## src/rtl/sgid_pkg.sv

```systemverilog
package sgid_pkg;
  localparam int ADDR_W = 5;
  typedef enum logic [ADDR_W-1:0] {
    OFS_EN   = 5'h00,
    OFS_POL  = 5'h04,
    OFS_CLS  = 5'h08,
    OFS_DUAL = 5'h0C,
    OFS_STAT = 5'h10
  } reg_ofs_e;
endpackage

```

## src/rtl/sgid_cfg_regs.sv

```systemverilog
module sgid_cfg_regs
  import sgid_pkg::*;
#(
  parameter int W = 32
) (
  input  logic              clk,
  input  logic              rst,
  input  logic              wr,
  input  logic [ADDR_W-1:0] addr,
  input  logic [W-1:0]      wdata,
  output logic [W-1:0]      en_q,
  output logic [W-1:0]      pol_q,
  output logic [W-1:0]      cls_q,
  output logic [W-1:0]      dual_q
);
  always_ff @(posedge clk) begin
    if (rst) begin
      en_q   <= '0;
      pol_q  <= '0;
      cls_q  <= '0;
      dual_q <= '0;
    end else if (wr) begin
      case (addr)
        OFS_EN:   en_q   <= wdata;
        OFS_POL:  pol_q  <= wdata;
        OFS_CLS:  cls_q  <= wdata;
        OFS_DUAL: dual_q <= wdata;
        default: ;
      endcase
    end
  end


  cfg_hold_chk: assert property (@(posedge clk) disable iff (rst)
    (!wr || !(addr inside {OFS_EN, OFS_POL, OFS_CLS, OFS_DUAL}))
      |=> $stable({en_q, pol_q, cls_q, dual_q}));
endmodule

```

## src/rtl/sgid_trig.sv

```systemverilog
module sgid_trig #(
  parameter int W = 32
) (
  input  logic         clk,
  input  logic         rst,
  input  logic         frame_vld,
  input  logic [W-1:0] frame_in,
  input  logic [W-1:0] pol,
  input  logic [W-1:0] cls,
  input  logic [W-1:0] dual,
  output logic [W-1:0] hit
);
  logic [W-1:0] prev_q;

  always_ff @(posedge clk) begin
    if (rst)            prev_q <= '0;
    else if (frame_vld) prev_q <= frame_in;
  end

  for (genvar i = 0; i < W; i++) begin : g_bit
    logic rise, fall, edge_hit, lvl_hit;
    always_comb begin
      rise     = frame_in[i] & ~prev_q[i];
      fall     = ~frame_in[i] & prev_q[i];
      edge_hit = dual[i] ? (rise | fall) : (pol[i] ? rise : fall);
      lvl_hit  = (frame_in[i] == pol[i]);
      hit[i]   = frame_vld & (cls[i] ? lvl_hit : edge_hit);
    end
  end


  idle_no_hit_chk: assert property (@(posedge clk) disable iff (rst)
    !frame_vld |-> (hit == '0));


  prev_hold_chk: assert property (@(posedge clk) disable iff (rst)
    !frame_vld |=> $stable(prev_q));


  steady_no_edge_chk: assert property (@(posedge clk) disable iff (rst)
    (frame_vld && frame_in == prev_q) |-> ((hit & ~cls) == '0));
endmodule

```

## src/rtl/sgid_status.sv

```systemverilog
module sgid_status #(
  parameter int W = 32
) (
  input  logic         clk,
  input  logic         rst,
  input  logic [W-1:0] hit,
  input  logic [W-1:0] clr,
  output logic [W-1:0] stat_q
);
  always_ff @(posedge clk) begin
    if (rst) stat_q <= '0;
    else     stat_q <= (stat_q & ~clr) | hit;
  end


  no_spurious_set_chk: assert property (@(posedge clk) disable iff (rst)
    1'b1 |=> ((stat_q & ~$past(stat_q) & ~$past(hit)) == '0));


  w1c_chk: assert property (@(posedge clk) disable iff (rst)
    1'b1 |=> ((stat_q & $past(clr & ~hit)) == '0));


  set_wins_chk: assert property (@(posedge clk) disable iff (rst)
    1'b1 |=> ((~stat_q & $past(hit)) == '0));
endmodule

```

## src/rtl/serin_irq_detect.sv

```systemverilog
module serin_irq_detect
  import sgid_pkg::*;
#(
  parameter int W = 32
) (
  input  logic              clk,
  input  logic              rst,
  input  logic              frame_vld,
  input  logic [W-1:0]      frame_in,
  input  logic              reg_wr,
  input  logic [ADDR_W-1:0] reg_addr,
  input  logic [W-1:0]      reg_wdata,
  output logic [W-1:0]      reg_rdata,
  output logic              irq_out
);
  logic [W-1:0] en_q, pol_q, cls_q, dual_q, hit, stat_q, clr;

  sgid_cfg_regs #(.W(W)) u_cfg (
    .clk(clk), .rst(rst), .wr(reg_wr), .addr(reg_addr), .wdata(reg_wdata),
    .en_q(en_q), .pol_q(pol_q), .cls_q(cls_q), .dual_q(dual_q)
  );

  sgid_trig #(.W(W)) u_trig (
    .clk(clk), .rst(rst), .frame_vld(frame_vld), .frame_in(frame_in),
    .pol(pol_q), .cls(cls_q), .dual(dual_q), .hit(hit)
  );

  assign clr = (reg_wr && reg_addr == OFS_STAT) ? reg_wdata : '0;

  sgid_status #(.W(W)) u_stat (
    .clk(clk), .rst(rst), .hit(hit), .clr(clr), .stat_q(stat_q)
  );

  logic [W-1:0] rd_mux;
  always_comb begin
    case (reg_addr)
      OFS_EN:   rd_mux = en_q;
      OFS_POL:  rd_mux = pol_q;
      OFS_CLS:  rd_mux = cls_q;
      OFS_DUAL: rd_mux = dual_q;
      OFS_STAT: rd_mux = stat_q;
      default:  rd_mux = '0;
    endcase
  end

  always_ff @(posedge clk) begin
    if (rst) begin
      reg_rdata <= '0;
      irq_out   <= 1'b0;
    end else begin
      reg_rdata <= rd_mux;
      irq_out   <= |(stat_q & en_q);
    end
  end


  irq_src_chk: assert property (@(posedge clk) disable iff (rst)
    irq_out |-> ($past(stat_q & en_q) != '0));


  unmapped_read_chk: assert property (@(posedge clk) disable iff (rst)
    !(reg_addr inside {OFS_EN, OFS_POL, OFS_CLS, OFS_DUAL, OFS_STAT})
      |=> (reg_rdata == '0));
endmodule

```

## config.mk

```make
export PLATFORM = sky130hd
export DESIGN_NAME = serin_irq_detect
export DESIGN_NICKNAME = d
export VERILOG_FILES = /design/src/rtl/sgid_pkg.sv /design/src/rtl/sgid_cfg_regs.sv /design/src/rtl/sgid_trig.sv /design/src/rtl/sgid_status.sv /design/src/rtl/serin_irq_detect.sv
export SDC_FILE = /design/constraint.sdc
export NUM_CORES = 1
export LEC_CHECK = 0
export ABC_AREA = 0
export BUFFER_PORTS_ARGS = -buffer_cell sky130_fd_sc_hd__buf_4
export CORE_UTILIZATION = 50
export DETAILED_ROUTE_END_ITERATION = 10
export GPL_TIMING_DRIVEN = 0
export PLACE_DENSITY_LB_ADDON = 0.3
export SYNTH_ARGS = -nofsm -noshare
export SYNTH_HDL_FRONTEND = slang
export SYNTH_HIERARCHICAL = 1
export SYNTH_SLANG_ARGS = --single-unit
```

## constraint.sdc

```tcl
create_clock -name clk -period 3.3 [get_ports clk]
set_clock_uncertainty 0.05 [all_clocks]
set_input_delay 0.825 -clock clk [delete_from_list [all_inputs] [get_ports clk]]
set_output_delay 0.825 -clock clk [all_outputs]
set_load 0.05 [all_outputs]
```

==> impl_metrics.env <==
export IMPL_relSlewSlack=0.457
export IMPL_finalCriticalPeriod_ps=2320
export IMPL_max_freq_mhz=431
export IMPL_numCtsBuffers=25
export IMPL_core_rowCount=56
export IMPL_clk_latency_ps=520
export IMPL_finalCritPeriodShare=0.702
export IMPL_cp_endpoint="reg_rdata[10]$_SDFF_PP0_"
export IMPL_synthesis_area_um2=12300
export IMPL_worst_slew_pin_transition_ps=815
export IMPL_preCtsSetupSlack_ps=560
export IMPL_whs_ps=438
export IMPL_fp_dieH_um=159
export IMPL_dp_cells=1717
export IMPL_die_x_um=159
export IMPL_finalSetupTns_ps=0
export IMPL_cts_tree="built"
export IMPL_cts_resized=0
export IMPL_grt_max_degree=20
export IMPL_finalSetupViolations=0
export IMPL_syn_num_nets=1431
export IMPL_syn_inst=1294
export IMPL_start_util=0.517
export IMPL_core_area_um2=23800
export IMPL_avgViaCountPerCell=5.47
export IMPL_wl_per_cell_um=19.4
export IMPL_dieArea_um2=25200
export IMPL_synth_top_cell_by_area="dfxtp_1"
export IMPL_r2r_worst_path_cells=3
export IMPL_grt_setup_unrepaired="no"
export IMPL_finalNonFillerCells=1761
export IMPL_hold_buffers=0
export IMPL_routabilityCongestion=0.836
export IMPL_drtAntennaViolNets=0
export IMPL_hold_path_class="flop to flop"
export IMPL_rr_startpoint="u_cfg/en_q[17]$_SDFFE_PP0P_"
export IMPL_num_vias=9641
export IMPL_vdd_drop_max_v=0.000352
export IMPL_detailedPlacementHpwl_um=23700
export IMPL_ys_ff_latch=225
export IMPL_drt_wl_total_um=34200
export IMPL_areaGrowthSynthToFinish_pct=16.4
export IMPL_cts_buffer_depth=3
export IMPL_min_delay_start="u_cfg/en_q[4]$_SDFFE_PP0P_"
export IMPL_insertedDiodeCount=0
export IMPL_grt_first_pass_wirelength_um=52800
export IMPL_pin_count=106
export IMPL_synth_area_leaders="dfxtp_1 37%, mux2i_1 13%, nand2b_1 9.8%"
export IMPL_maxCapViolCount=0
export IMPL_track_usage=0.277
export IMPL_portBuffers=104
export IMPL_hold_viol=0
export IMPL_post_cts_buffers=0
export IMPL_cts_sinks=225
export IMPL_crit_path_end_kind="flop"
export IMPL_startpoint="reg_addr[4]"
export IMPL_path_class="primary input to flop"
export IMPL_rr_endpoint="irq_out$_SDFF_PP0_"
export IMPL_reg2reg_slack_ps=1830
export IMPL_clkTransAtPathRegs_ps=60
export IMPL_leakagePower_uw=0.00620
export IMPL_power_density_nw_per_um2=435
export IMPL_ys_seq_area_frac=0.367
export IMPL_worstSetupStartpointType="primary input"
export IMPL_drive_gt1_frac=0.200
export IMPL_remaining_drc_errors=0
export IMPL_crit_path_max_fanout=10
export IMPL_dr_pass1_iters=5
export IMPL_required_ps=3590
export IMPL_htree_num_levels=1
export IMPL_yosysWarnings=6
export IMPL_syn_area_per_cell_um2=9.48
export IMPL_fin_ws_ps=982
export IMPL_drv_slew=0
export IMPL_crit_arrival_ps=2610
export IMPL_nNetsFinal=1562
export IMPL_outcome="finished, final reports clean"
export IMPL_ys_types=37
export IMPL_grt_overflow_total=0
export IMPL_grt_pass1_vias=9496
export IMPL_drt_iter0_drc=697
export IMPL_netlist_area_leader_share=0.367
export IMPL_antenna_found_initial=0
export IMPL_cts_root_buf="clkbuf_16"
[sequential cells by signal (all words and copies together), names as in the netlist]
register       cells
irq_out            1
reg_rdata         32
u_cfg/cls_q       32
u_cfg/dual_q      32
u_cfg/en_q        32
u_cfg/pol_q       32
u_stat/stat_q     32
u_trig/prev_q     32
[synth_stat cells]
| cell type | number |
|---|---|
| a21boi_0 | 6 |
| a21boi_1 | 26 |
| a21oi_1 | 96 |
| a22oi_1 | 47 |
| a32oi_1 | 1 |
| and2_1 | 32 |
| and3_1 | 1 |
| buf_1 | 3 |
| buf_12 | 3 |
| buf_2 | 32 |
| buf_4 | 1 |
| buf_6 | 8 |
| clkbuf_1 | 24 |
| dfxtp_1 | 225 |
| ha_1 | 64 |
| inv_1 | 97 |
| mux2_2 | 96 |
| mux2i_1 | 160 |
| nand2_1 | 34 |
| nand2b_1 | 192 |
| nand3_1 | 32 |
| nand3b_1 | 2 |
| nand4_1 | 4 |
| nor2_1 | 32 |
| nor2b_1 | 1 |
| nor3_1 | 2 |
| nor3_4 | 1 |
| nor3b_1 | 1 |
| nor4_4 | 1 |
| nor4b_1 | 1 |
| nor4b_2 | 1 |
| o21ai_0 | 27 |
| o21ai_1 | 6 |
| o41a_1 | 1 |
| or3_1 | 1 |
| or4b_4 | 1 |
| xnor2_1 | 32 |
[layout by cell type, fill, tap and decap left out, drive strengths merged, types with 3 or more instances in the layout]
master / netlist / routed
mux2: 96 / 96
mux2i: 160 / 160
buf: 47 / 151
nand2b: 192 / 192
nand4: 4 / 4
nor3: 3 / 3
clkbuf: 24 / 59
a21oi: 96 / 96
nand3: 32 / 32
ha: 64 / 64
dfxtp: 225 / 225
inv: 97 / 97
nand2: 34 / 34
clkinv: 0 / 5
xnor2: 32 / 32
o21ai: 33 / 33
nor2: 32 / 32
a21boi: 32 / 32
and2: 32 / 32
a22oi: 47 / 47
[kinds of logic (layout without fill, tap and decap cells)]
| logic type | count (synthesis) | after routing | synth area share |
|---|---|---|---|
| compound gates | 210 | 210 | 0.103 |
| xor+xnor | 32 | 32 | 0.0228 |
| fa+ha+maj | 64 | 64 | 0.0653 |
| mux | 256 | 256 | 0.219 |
| flops | 225 | 225 | 0.367 |
| buf+inv | 168 | 316 | 0.0638 |
| simple gates | 339 | 339 | 0.160 |
[area by class of cell]
cell class | count | area [um^2]
inverters | 97 | 364
clock buffers | 35 | 733
fillers | 2068 | 9470
multi-input cells | 901 | 6980
flip-flops and latches | 225 | 4500
well taps | 319 | 399
repair buffers | 104 | 781
clock inverters | 9 | 100
plain buffers | 71 | 419
[per-stage QoR]
stage	total power (uW)	instance area, um^2	utilization
after floorplan	3190	12300	-
after global placement	3420	13500	0.566
after detailed placement	3440	13500	0.566
after CTS	6240	14300	0.601
after global routing	6430	14300	0.601
final	6220	14300	0.601
[power breakdown]
| group | internal, uW | switching, uW | total (uW) |
|---|---|---|---|
| combinational | 258 | 318 | 576 |
| sequential | 2770 | 46.4 | 2810 |
| clock | 1700 | 1130 | 2830 |
| total | 4720 | 1500 | 6220 |
[how the worst min path moves through the flow]
stage                                   end  slack (ps)  depth (start not counted)
2_1_floorplan  u_stat/stat_q[28]$_SDFF_PP0_         400                          2
3_3_place_gp     u_cfg/en_q[9]$_SDFFE_PP0P_         420                          2
3_5_place_dp     u_cfg/en_q[4]$_SDFFE_PP0P_         430                          2
4_1_cts          u_cfg/en_q[5]$_SDFFE_PP0P_         440                          2
5_1_grt         u_cfg/en_q[20]$_SDFFE_PP0P_         460                          2
6_report         u_cfg/en_q[4]$_SDFFE_PP0P_         440                          2
[worst max-delay path: stages]
cell and delay [ps]:
buf_4 110, buf_2 230, buf_2 300, o21ai_0 130, nand2_1 210, buf_1 620, a21oi_1 170
[routing by layer]
metal,track usage,vias up,routed length (um)
li1,-,4665,-
met1,0.362,4562,15000
met2,0.460,330,15800
met3,0.0400,84,2150
met4,0.106,0,1260
met5,0,-,0
(Power assumes the default switching activity.)
